===== src/rtl/exc_entry_pkg.sv =====
`timescale 1ns/1ps
package exc_entry_pkg;
  // status word bit positions (decoded by the rest of the core)
  localparam int SR_SUP  = 0;
  localparam int SR_TICK = 1;
  localparam int SR_IRQ  = 2;
  localparam int SR_DMMU = 5;
  localparam int SR_IMMU = 6;
  localparam int SR_DSX  = 13;

  typedef enum logic [1:0] {
    SRC_NONE = 2'd0,
    SRC_SYNC = 2'd1,
    SRC_TICK = 2'd2,
    SRC_EXT  = 2'd3
  } src_e;
endpackage


===== src/rtl/exc_cause_arb.sv =====
`timescale 1ns/1ps
module exc_cause_arb
  import exc_entry_pkg::*;
#(
  parameter int CAUSE_W    = 4,
  parameter int NUM_CAUSES = 14,
  parameter int TICK_CAUSE = 5,
  parameter int EXT_CAUSE  = 8
) (
  input  logic               take_exc_i,
  input  logic [CAUSE_W-1:0] exc_cause_i,
  input  logic               irq_ext_i,
  input  logic               irq_tick_i,
  input  logic               ext_en_i,
  input  logic               tick_en_i,
  output src_e               src_o,
  output logic [CAUSE_W-1:0] cause_o,
  output logic               take_o,
  output logic               bad_o
);
  localparam logic [CAUSE_W-1:0] TickCode = CAUSE_W'(TICK_CAUSE);
  localparam logic [CAUSE_W-1:0] ExtCode  = CAUSE_W'(EXT_CAUSE);

  function automatic logic cause_ok(input logic [CAUSE_W-1:0] c);
    return (c != '0) && (32'(c) < NUM_CAUSES);
  endfunction

  logic tick_live, ext_live;
  assign tick_live = irq_tick_i && tick_en_i;
  assign ext_live  = irq_ext_i && ext_en_i;

  always_comb begin
    src_o   = SRC_NONE;
    cause_o = '0;
    if (take_exc_i) begin
      src_o   = SRC_SYNC;
      cause_o = exc_cause_i;
    end else if (tick_live) begin
      src_o   = SRC_TICK;
      cause_o = TickCode;
    end else if (ext_live) begin
      src_o   = SRC_EXT;
      cause_o = ExtCode;
    end
  end

  assign bad_o  = (src_o == SRC_SYNC) && !cause_ok(cause_o);
  assign take_o = (src_o != SRC_NONE) && !bad_o;
endmodule


===== src/rtl/exc_pc_calc.sv =====
`timescale 1ns/1ps
module exc_pc_calc #(
  parameter int AW            = 32,
  parameter int CAUSE_W       = 4,
  parameter int VEC_SHIFT     = 8,
  parameter int SYSCALL_CAUSE = 12
) (
  input  logic [AW-1:0]      pc_i,
  input  logic               dslot_i,
  input  logic [CAUSE_W-1:0] cause_i,
  output logic [AW-1:0]      epc_o,
  output logic [AW-1:0]      vec_o
);
  localparam logic [AW-1:0] Step = AW'(4);
  localparam logic [CAUSE_W-1:0] SysCode = CAUSE_W'(SYSCALL_CAUSE);

  function automatic logic [AW-1:0] saved_pc(input logic [AW-1:0] pc,
                                            input logic ds,
                                            input logic sys);
    logic [AW-1:0] v;
    v = pc;
    if (ds)  v = v - Step;
    if (sys) v = v + Step;
    return v;
  endfunction

  function automatic logic [AW-1:0] slot_addr(input logic [CAUSE_W-1:0] c);
    return {{(AW-CAUSE_W){1'b0}}, c} << VEC_SHIFT;
  endfunction

  assign epc_o = saved_pc(pc_i, dslot_i, cause_i == SysCode);
  assign vec_o = slot_addr(cause_i);
endmodule


===== src/rtl/exc_sr_rewrite.sv =====
`timescale 1ns/1ps
module exc_sr_rewrite
  import exc_entry_pkg::*;
#(
  parameter int SW = 16
) (
  input  logic [SW-1:0] sr_i,
  input  logic          dslot_i,
  output logic [SW-1:0] sr_o
);
  localparam logic [SW-1:0] ClrMask = (SW'(1) << SR_TICK) | (SW'(1) << SR_IRQ) |
                                      (SW'(1) << SR_DMMU) | (SW'(1) << SR_IMMU);
  localparam logic [SW-1:0] SupBit  = SW'(1) << SR_SUP;
  localparam logic [SW-1:0] DsxBit  = SW'(1) << SR_DSX;

  function automatic logic [SW-1:0] enter_sr(input logic [SW-1:0] s, input logic ds);
    logic [SW-1:0] v;
    v = (s & ~ClrMask) | SupBit;
    if (ds) v = v | DsxBit;
    return v;
  endfunction

  assign sr_o = enter_sr(sr_i, dslot_i);
endmodule


===== src/rtl/exc_entry_ctrl.sv =====
`timescale 1ns/1ps
module exc_entry_ctrl
  import exc_entry_pkg::*;
#(
  parameter int AW            = 32,
  parameter int SW            = 16,
  parameter int CAUSE_W       = 4,
  parameter int NUM_CAUSES    = 14,
  parameter int TICK_CAUSE    = 5,
  parameter int EXT_CAUSE     = 8,
  parameter int SYSCALL_CAUSE = 12,
  parameter int VEC_SHIFT     = 8
) (
  input  logic               clk,
  input  logic               rst_n,
  input  logic               take_exc_i,
  input  logic [CAUSE_W-1:0] exc_cause_i,
  input  logic [AW-1:0]      pc_i,
  input  logic [SW-1:0]      sr_i,
  input  logic               dslot_i,
  input  logic               irq_ext_i,
  input  logic               irq_tick_i,
  output logic               entry_o,
  output logic [CAUSE_W-1:0] cause_o,
  output logic [AW-1:0]      vec_pc_o,
  output logic [AW-1:0]      epc_o,
  output logic [SW-1:0]      esr_o,
  output logic [SW-1:0]      sr_o,
  output logic               dslot_clr_o,
  output logic               tlb_flush_o,
  output logic               unhandled_o
);
  // named internal events
  src_e               sel_src;
  logic [CAUSE_W-1:0] sel_cause;
  logic               ev_take;
  logic               ev_bad;
  logic [AW-1:0]      nxt_epc;
  logic [AW-1:0]      nxt_vec;
  logic [SW-1:0]      nxt_sr;

  exc_cause_arb #(
    .CAUSE_W(CAUSE_W), .NUM_CAUSES(NUM_CAUSES),
    .TICK_CAUSE(TICK_CAUSE), .EXT_CAUSE(EXT_CAUSE)
  ) u_arb (
    .take_exc_i (take_exc_i),
    .exc_cause_i(exc_cause_i),
    .irq_ext_i  (irq_ext_i),
    .irq_tick_i (irq_tick_i),
    .ext_en_i   (sr_i[SR_IRQ]),
    .tick_en_i  (sr_i[SR_TICK]),
    .src_o      (sel_src),
    .cause_o    (sel_cause),
    .take_o     (ev_take),
    .bad_o      (ev_bad)
  );

  exc_pc_calc #(
    .AW(AW), .CAUSE_W(CAUSE_W), .VEC_SHIFT(VEC_SHIFT), .SYSCALL_CAUSE(SYSCALL_CAUSE)
  ) u_pc (
    .pc_i   (pc_i),
    .dslot_i(dslot_i),
    .cause_i(sel_cause),
    .epc_o  (nxt_epc),
    .vec_o  (nxt_vec)
  );

  exc_sr_rewrite #(.SW(SW)) u_sr (
    .sr_i   (sr_i),
    .dslot_i(dslot_i),
    .sr_o   (nxt_sr)
  );

  always_ff @(posedge clk) begin
    if (!rst_n) begin
      entry_o     <= 1'b0;
      cause_o     <= '0;
      vec_pc_o    <= '0;
      epc_o       <= '0;
      esr_o       <= '0;
      sr_o        <= '0;
      dslot_clr_o <= 1'b0;
      tlb_flush_o <= 1'b0;
      unhandled_o <= 1'b0;
    end else begin
      entry_o     <= ev_take;
      tlb_flush_o <= ev_take;
      dslot_clr_o <= ev_take && dslot_i;
      unhandled_o <= ev_bad;
      if (ev_take) begin
        cause_o  <= sel_cause;
        vec_pc_o <= nxt_vec;
        epc_o    <= nxt_epc;
        esr_o    <= sr_i;
        sr_o     <= nxt_sr;
      end
    end
  end
endmodule


===== config.mk =====
export PLATFORM = sky130hd
export DESIGN_NAME = exc_entry_ctrl
export DESIGN_NICKNAME = d
export VERILOG_FILES = /design/src/rtl/exc_entry_pkg.sv /design/src/rtl/exc_cause_arb.sv /design/src/rtl/exc_pc_calc.sv /design/src/rtl/exc_sr_rewrite.sv /design/src/rtl/exc_entry_ctrl.sv
export SDC_FILE = /design/constraint.sdc
export NUM_CORES = 1
export LEC_CHECK = 0
export BUFFER_PORTS_ARGS = -buffer_cell sky130_fd_sc_hd__buf_2
export CORE_MARGIN = 3
export CORE_UTILIZATION = 45
export DETAILED_ROUTE_END_ITERATION = 6
export GPL_ROUTABILITY_DRIVEN = 0
export PLACE_DENSITY = 0.78
export SLEW_MARGIN = 25
export SYNTH_ARGS = -nofsm -noshare
export SYNTH_HDL_FRONTEND = slang
export SYNTH_SLANG_ARGS = --single-unit

===== constraint.sdc =====
create_clock -name clk -period 3.3 [get_ports clk]
set_input_delay 0.825 -clock clk [delete_from_list [all_inputs] [get_ports clk]]
set_output_delay 0.825 -clock clk [all_outputs]
set_load 0.005 [all_outputs]

Word level (Yosys, flattened, before mapping)
Cells that the tools add are included.
- $add $sub $neg: 2
- $mul: 0
- divide/modulo/power cells: 0
- magnitude comparators: 1
- equality and inequality tests: 2
- shift operators: 0
- multiplexer cells: 9
- bitwise gates (word level): 0
- reductions and logical operators: 10
- operators with widths (kind ; number):
    32-bit 2-to-1 mux ; 2
    32-bit by 3-bit adder with 32-bit output (second input constant) ; 1
    32-bit by 3-bit subtractor with 32-bit output (second input constant) ; 1
    14-bit 2-to-1 mux ; 1
    4-bit 2-to-1 mux ; 3
    1-bit logical AND ; 6
    2-bit 2-to-1 mux ; 3
    4-bit == test (second input constant) ; 1
    4-bit less-than comparator (second input constant) ; 1
    4-bit nonzero test ; 1
    2-bit by 1-bit == test with 1-bit output (second input constant) ; 1
    1-bit zero test ; 2
    2-bit nonzero test ; 1
- register bits: 71
- bits in latches: 0
- memory bits (writable): 0
- bits in read-only memories: 0
- input port bits: 58
- output and inout port bits: 104
- logic and storage cells: 31
- memories kept: 0

Logic depth before layout (Yosys ltp)
Gate-level depths: netlist of the first run.
- word-level depth: 11
- depth in mapped cells: 12
- depth with buffers taken out: 9

By module
A second synthesis of the first run with hierarchy kept.
- cell total of the unflattened synthesis: 640
- area total of the unflattened synthesis: 6157.2 µm²
- by module, submodules not included (module ; instances ; cells an instance ; area each (µm²) ; seq. area each (µm²)):
    exc_entry_ctrl ; 1 ; 330 ; 3957.5 ; 2062.0
    exc_pc_calc ; 1 ; 275 ; 1984.4 ; 0.0
    exc_sr_rewrite ; 1 ; 18 ; 126.4 ; 0.0
    exc_cause_arb ; 1 ; 17 ; 88.8 ; 0.0

Least setup slack after synthesis of the first run
OpenSTA, ideal clock, no wires.
- path type: in2reg
- from: in pc_i[2]
- to: reg epc_o[27]
- setup time: 122 ps
- data arrival time: 3011 ps
- required time: 3178 ps
- path slack: 167 ps
- cell stages on the path: 10
- path buffers: 1
- cell sequence: inv_1 ha_1 clkbuf_1 nand3b_2 or3_1 a21oi_1 nand4_1 nor3_2 a211oi_1 a311o_1
- word-level cells in the longest chain between the ends: 4
- RTL lines (what ; line ; RTL):
    from (decl) ; exc_entry_ctrl.sv:18 ; input logic [AW-1:0] pc_i,
    32-bit by 3-bit subtractor with 32-bit output ; exc_pc_calc.sv:22 ; if (ds) v = v - Step;
    32-bit 2-to-1 mux (*) ; exc_pc_calc.sv:22 ;
    32-bit by 3-bit adder with 32-bit output ; exc_pc_calc.sv:23 ; if (sys) v = v + Step;
    32-bit 2-to-1 mux (*) ; exc_pc_calc.sv:23 ;
    to (signal assigned) ; exc_entry_ctrl.sv:93 ; epc_o <= nxt_epc;
    to (decl) ; exc_entry_ctrl.sv:26 ; output logic [AW-1:0] epc_o,
Every way passes the cells marked *; elsewhere a longest branch is shown, timed or not.
A chain may end at the register's enable or synchronous reset.

Final worst setup path of the first run
- from: in pc_i[10]
- to: reg epc_o[16]
The elaborated chain is that of the path after synthesis.

==> results of run 1 <==
-- logic make-up (layout without fill, tap and decap cells) --
logic type,after synthesis,after routing,synth area share [%]
buf+inv,84,206,12.3
compound gates,111,111,18.3
mux,10,10,2.50
xor+xnor,30,30,6.33
other cells,1,32,0.0904
fa+ha+maj,2,2,0.603
simple gates,249,249,32.4
flops,57,57,27.5
-- metrics by stage --
stage / TNS [ns] / power, W / hold slack, ns / utilization [%]
finish: 0 / 0.00176 / 0.448 / 58.4
detailed placement: -0.125 / 0.00119 / 0.441 / 56.3
global placement: -0.0451 / 0.00118 / 0.438 / 56.3
CTS: 0 / 0.00177 / 0.451 / 58.4
global route: 0 / 0.00186 / 0.465 / 58.4
floorplan: 0 / 0.00104 / 0.448 / -
-- sequential cells by signal, indices dropped and copies added, names as in the netlist --
signal and cells:
dslot_clr_o 1, epc_o 32, esr_o 15, sr_o 3
tlb_flush_o 1, unhandled_o 1, vec_pc_o 4
-- worst min-delay path: stages (launching register included) --
cell and delay [ns]:
dfxtp_1 0.31, nand2_1 0.05, a21oi_1 0.05
-- report_power, final --
group / switching [W] / internal (W)
sequential: 0.0000271 / 0.000741
combinational: 0.000236 / 0.000172
clock: 0.000308 / 0.000276
total: 0.000571 / 0.00119
-- Yosys cell counts, types with 3 or more instances --
| library cell | n |
|---|---|
| dfxtp_1 | 57 |
| nor4_2 | 4 |
| a2111oi_0 | 3 |
| o21ai_1 | 7 |
| nor2_1 | 35 |
| buf_4 | 48 |
| o311ai_1 | 3 |
| xor2_1 | 12 |
| nand2_1 | 84 |
| and4_1 | 4 |
| buf_2 | 5 |
| mux2i_1 | 7 |
| nor3_1 | 23 |
| o211ai_1 | 4 |
| nor4_4 | 4 |
| o31ai_1 | 5 |
| and3_1 | 8 |
| a211oi_1 | 4 |
| xnor2_1 | 18 |
| nand3_1 | 31 |
| nor3b_1 | 3 |
| inv_1 | 5 |
| nand4_1 | 12 |
| a21oi_1 | 42 |
| clkbuf_1 | 24 |
| nor4_1 | 8 |
| o21ai_0 | 10 |
| or3_1 | 8 |
| nor2b_1 | 3 |
| a31oi_1 | 6 |
-- area by class of cell --
type	instances	area, µm²	share of cell area (%)
Inverter	6	22.5	0.436
Sequential cell	57	1140	22.1
Multi-Input combinational cell	434	2630	50.9
Timing Repair Buffer	184	1060	20.5
Tap cell	108	135	2.62
Clock buffer	9	124	2.40
Clock inverter	7	55.1	1.07
-- per-layer routing --
layer,GRT usage [%],up-vias
met4,6.66,0
li1,-,2183
met1,27.9,2023
met3,4.64,21
met2,39.8,238
met5,0,-
-- placed cells by master (no fill, tap or decap), types with 3 or more instances in the layout --
master     synthesis  layout
a2111oi_0          3       3
a211oi_1           4       4
a21oi_1           42      42
a31oi_1            6       6
and3_1             8       8
and4_1             4       4
buf_2              5     129
buf_4             48      55
clkbuf_8           0       9
clkinv_4           0       3
conb_1             1      32
dfxtp_1           57      57
inv_1              5       5
mux2i_1            7       7
nand2_1           84      84
nand3_1           31      31
nand4_1           12      12
nor2_1            35      35
nor2b_1            3       3
nor3_1            23      23
nor3b_1            3       3
nor4_1             8       8
nor4_2             4       4
nor4_4             4       4
o211ai_1           4       4
o21ai_0           10      10
o21ai_1            7       6
o311ai_1           3       3
o31ai_1            5       5
or3_1              8       8
xnor2_1           18      18
xor2_1            12      12
-- worst max path at each step --
stage                     slack, ns  cells after the start   endpoint     start
after floorplan                0.17                     10  epc_o[27]   pc_i[2]
final                          0.18                      9  epc_o[16]  pc_i[10]
after global placement        -0.05                      9  epc_o[16]  pc_i[10]
after detailed placement      -0.08                      9  epc_o[16]  pc_i[10]
after global routing          0.004                      9  epc_o[22]  pc_i[10]
after CTS                      0.26                      9  epc_o[16]  pc_i[10]
==> flow_summary_export.csv, run 1 <==
group,metric,value,unit
worst_hold_path,min_path_type,"flop to flop",
clock_tree,ctsHtreeMaxLevel,3,
placement,pre_cts_ws,-0.0799,ns
worst_hold_path,hold_end,"epc_o[2]",
synthesis,syn-cell-area,4150,µm²
worst_setup_path,reg2reg_to,"epc_o[27]",
routing,highest_layer,"met4",
routing,dr.pass1.iters,5,
layout,antenna_cells,0,
synthesis,synth_top_cell_by_area,"dfxtp_1",
routing,dr_total_vias,4465,
clock_tree,cts_hold_buf,0,
pwr,p_leak,2.30,nW
clock_tree,clkSinkCount,57,
synthesis,seq_area_frac_synth,27.5,%
grt,grt_pass1_vias,4003,
routing,wl_met1,5.02,mm
synthesis,synth_area_leaders,"dfxtp_1 (27%), buf_4 (8.7%), nand2_1 (7.6%), a21oi_1 (5.1%), xnor2_1 (3.8%)",
synthesis,synth_top_area_share,27.5,%
placement,numPortBuffers,129,
sta,slew_violations,0,
sta,worst_slack,0.180,ns
die,start_util,46.9,%
die,core-area,8850,µm²
routing,wl_met3,1.07,mm
synthesis,synth-main-ff-cell,"dfxtp_1",
routing,wl,12.1,mm
sta,max_freq,321,MHz
clock_tree,cts.repair.resized,0,
layout,drive_gt1_share,32.3,%
routing,ant_nets,0,
worst_setup_path,rrSetupSlack,2.43,ns
grt,grt.total_usage,22.7,%
worst_setup_path,max_stage_delay,0.68,ns
layout,num-fill-cells,821,
sta,tightest_slew,0.841,ns
die,fp.dieH,102,µm
layout,final_cells,805,
placement,dp.cells,789,
worst_setup_path,cp-end-kind,"flop",
layout,final_cell_area,5160,µm²
clock_tree,cts_setup_buffers,0,
placement,dp_hpwl,9.64,mm
sta,period_needed,3.12,ns
synthesis,syn-instance-count,544,
worst_hold_path,whs_path_depth,2,
sta,relSlewSlack,43.7,%
pwr,power_density,341,nW/µm²
worst_setup_path,cp_max_fo,5,
clock_tree,clkTransAtPathRegs,0.08,ns
die,die_area,10400,µm²
worst_setup_path,crit_slowest_cell,"a2111oi_0",
worst_setup_path,critPathBufInv,2,
worst_setup_path,reg2reg_from,"epc_o[27]",
die,die_w,102,µm
sta,setup_viol,0,
routing,first_iter_violations,260,
worst_hold_path,hp-start,"epc_o[2]",
worst_setup_path,crit_arrival,3.36,ns
grt,antenna_found_initial,0,
synthesis,ys_types,70,
routing,wl_per_cell,15.0,µm
die,io-pin-count,162,
worst_setup_path,path_class,"input pin to flop",
synthesis,ys_ff_latch,57,
sta,rsz0062_at_grt,"false",
clock_tree,clockRootBuffer,"clkbuf_8",
placement,placedInstanceArea,4980,µm²
clock_tree,cts_buffers,9,
clock_tree,insertion_delay,0.34,ns
worst_setup_path,crit_family,"compound AO/OA/AOI/OAI gates",
flow_run,drv_cap,0,
layout,final_nets,752,
clock_tree,cts_tree,"yes",
grt,grt_max_degree,44,
worst_setup_path,cp_cell_sequence,"buf_2 -> or4_4 -> o2111a_1 -> o32ai_2 -> buf_4 -> nor4_4 -> a2111oi_0 -> o21ai_0 -> o311ai_1",
pwr,ir_drop,132,µV
synthesis,synthArstFlopShare,0,%
sta,hold_viol,0,
synthesis,syn_avg_cell_area,7.63,µm²
sta,min_period_over_period,94.5,%
worst_setup_path,ff2ff_path_depth,2,
grt,gr-total-overflow,0,
layout,syn2layout_area_growth,24.4,%
die,rows,34,
synthesis,synth_edf_count,0,
clock_tree,cts_max_path_buffers,2,
outcome,status,"finished, final reports clean",
routing,drc_errors,0,
sta,final.setup_skew,0,ns
worst_setup_path,critPathLaunchType,"input pin",
synthesis,yosys_warnings,0,
grt,grt_pass1_wl,19.1,mm
routing,via_per_inst,5.55,
worst_setup_path,worstPathRequired,3.54,ns
routing,met2_length,5.78,mm
Power figures use the tool's default switching activity.
==> run 2: changes to the inputs <==
CORE_MARGIN = default   (was 3)
CTS_BUF_LIST = sky130_fd_sc_hd__clkbuf_4   (was default)
==> run 2 against run 1 <==
- routed wire length down 1.1%
- combinational power barely moved
- critical endpoint unchanged
- the run now ends with DRC left
- largest cell class unchanged
- fmax grew 0.37%
- sequential share of layout area rose by 0.12 points
- final cell count up 0.37%
- via count grew 2.3%
- die area is 7.7% lower
- critical path type unchanged
==> flow_summary_export.csv, run 2 (synthesis results as in run 1) <==
group,metric,value,unit
outcome,status,"finished with violations",
outcome,violations,"DRC",
layout,final_cells,808,
die,fp.dieH,98.0,µm
worst_hold_path,hp-start,"epc_o[10]",
layout,top_register,"epc_o",
layout,largest_reg_flops,32,
clock_tree,cts.repair.resized,0,
worst_hold_path,min_path_type,"flop to flop",
layout,antenna_cells,0,
clock_tree,cts_tree,"yes",
worst_setup_path,reg2reg_to,"epc_o[27]",
clock_tree,cts_buffers,9,
routing,dr.pass1.iters,7,
sta,relSlewSlack,34.6,%
clock_tree,clockRootBuffer,"clkbuf_4",
layout,seq_area,1140,µm²
worst_hold_path,hold_end,"epc_o[10]",
routing,dr_total_vias,4566,
clock_tree,ctsHtreeMaxLevel,3,
worst_setup_path,rrSetupSlack,2.44,ns
layout,layout_common_cells,"buf_2 (129), nand2_1 (84), buf_4 (58)",
clock_tree,cts_hold_buf,0,
sta,slew_violations,0,
sta,tightest_slew,0.977,ns
sta,worst_slack,0.192,ns
pwr,power_density,326,nW/µm²
grt,grt_pass1_vias,4237,
placement,dp_hpwl,9.37,mm
layout,num-fill-cells,833,
die,rows,34,
worst_setup_path,path_class,"input pin to flop",
routing,drc_errors,18,
sta,hold_viol,0,
layout,top_regs,"epc_o x32, esr_o x15, vec_pc_o x4",
die,core-area,8810,µm²
worst_setup_path,cp_max_fo,5,
clock_tree,clkSinkCount,57,
sta,final.setup_skew,0,ns
layout,multi_input_comb_area,2630,µm²
worst_setup_path,critPathLaunchType,"input pin",
sta,min_period_over_period,94.2,%
die,io-pin-count,162,
placement,pre_cts_ws,-0.132,ns
grt,gr-total-overflow,0,
grt,grt_pass1_wl,19.8,mm
worst_setup_path,cp-end-kind,"flop",
routing,via_per_inst,5.65,
clock_tree,cts_max_path_buffers,2,
routing,wl,12.0,mm
pwr,p_leak,2.29,nW
worst_setup_path,crit_arrival,3.42,ns
pwr,ir_drop,144,µV
grt,grt.total_usage,25.3,%
layout,syn2layout_area_growth,23.8,%
flow_run,drv_cap,0,
clock_tree,cts_setup_buffers,0,
placement,numPortBuffers,129,
clock_tree,insertion_delay,0.40,ns
grt,grt_max_degree,40,
layout,drive_gt1_share,32.1,%
sta,fin_setup_tns,0,ns
sta,setup_viol,0,
sta,holdWs,0.454,ns
clock_tree,clkTransAtPathRegs,0.10,ns
die,die_area,9610,µm²
routing,wl_per_cell,14.8,µm
sta,period_needed,3.11,ns
placement,dp.cells,792,
sta,rsz0062_at_grt,"false",
die,die_w,98.0,µm
routing,ant_nets,0,
sta,max_freq,322,MHz
die,start_util,47.1,%
routing,first_iter_violations,296,
worst_setup_path,ff2ff_path_depth,2,
worst_setup_path,reg2reg_from,"epc_o[27]",
layout,final_nets,755,
layout,mostFrequentLayoutCell,"buf_2",
worst_setup_path,worstPathRequired,3.61,ns
grt,antenna_found_initial,0,
worst_hold_path,whs_path_depth,2,
-- run 2: worst max path at each step --
stage	slack, ns	from	endpoint
4_1_cts	0.31	pc_i[10]	epc_o[16]
3_3_place_gp	0.007	pc_i[10]	epc_o[16]
6_report	0.19	pc_i[10]	epc_o[16]
3_5_place_dp	-0.13	pc_i[10]	epc_o[16]
5_1_grt	0.1	pc_i[3]	epc_o[18]
2_1_floorplan	0.17	pc_i[2]	epc_o[27]
-- run 2: per-layer routing --
layer / track usage [%] / part of all wire (%)
met1: 31.5 / 43
met2: 43.0 / 47
met3: 3.79 / 6.6
met4: 11.4 / 2.7
met5: 0 / 0
-- run 2: power by group --
group	total (W)	internal, W	switching (W)
registers	0.000768	0.000741	0.0000272
logic	0.000412	0.000175	0.000238
clock network	0.000493	0.000222	0.000272
total	0.00167	0.00114	0.000536
-- run 2: worst max-delay path: stages --
cell	delay [ns]
buf_2	0.13
or4_4	0.57
o2111a_1	0.29
o32ai_2	0.39
buf_4	0.19
nor4_4	0.05
a2111oi_0	0.67
o21ai_0	0.20
o311ai_1	0.10
-- run 2: layout make-up --
cell class	count	share of cell area [%]
Multi-Input combinational cell	434	51.2
Clock buffer	9	1.32
Sequential cell	57	22.2
Inverter	6	0.438
Tap cell	108	2.63
Timing Repair Buffer	187	21.0
Clock inverter	7	1.19
-- run 2: metrics by stage --
step	power, W	utilization (%)	instance area [µm²]
4_1_cts	0.00169	58.3	5140
3_5_place_dp	0.00119	56.9	5010
2_1_floorplan	0.00104	-	4270
3_3_place_gp	0.00118	56.9	5010
5_1_grt	0.00176	58.3	5140
6_report	0.00167	58.3	5140
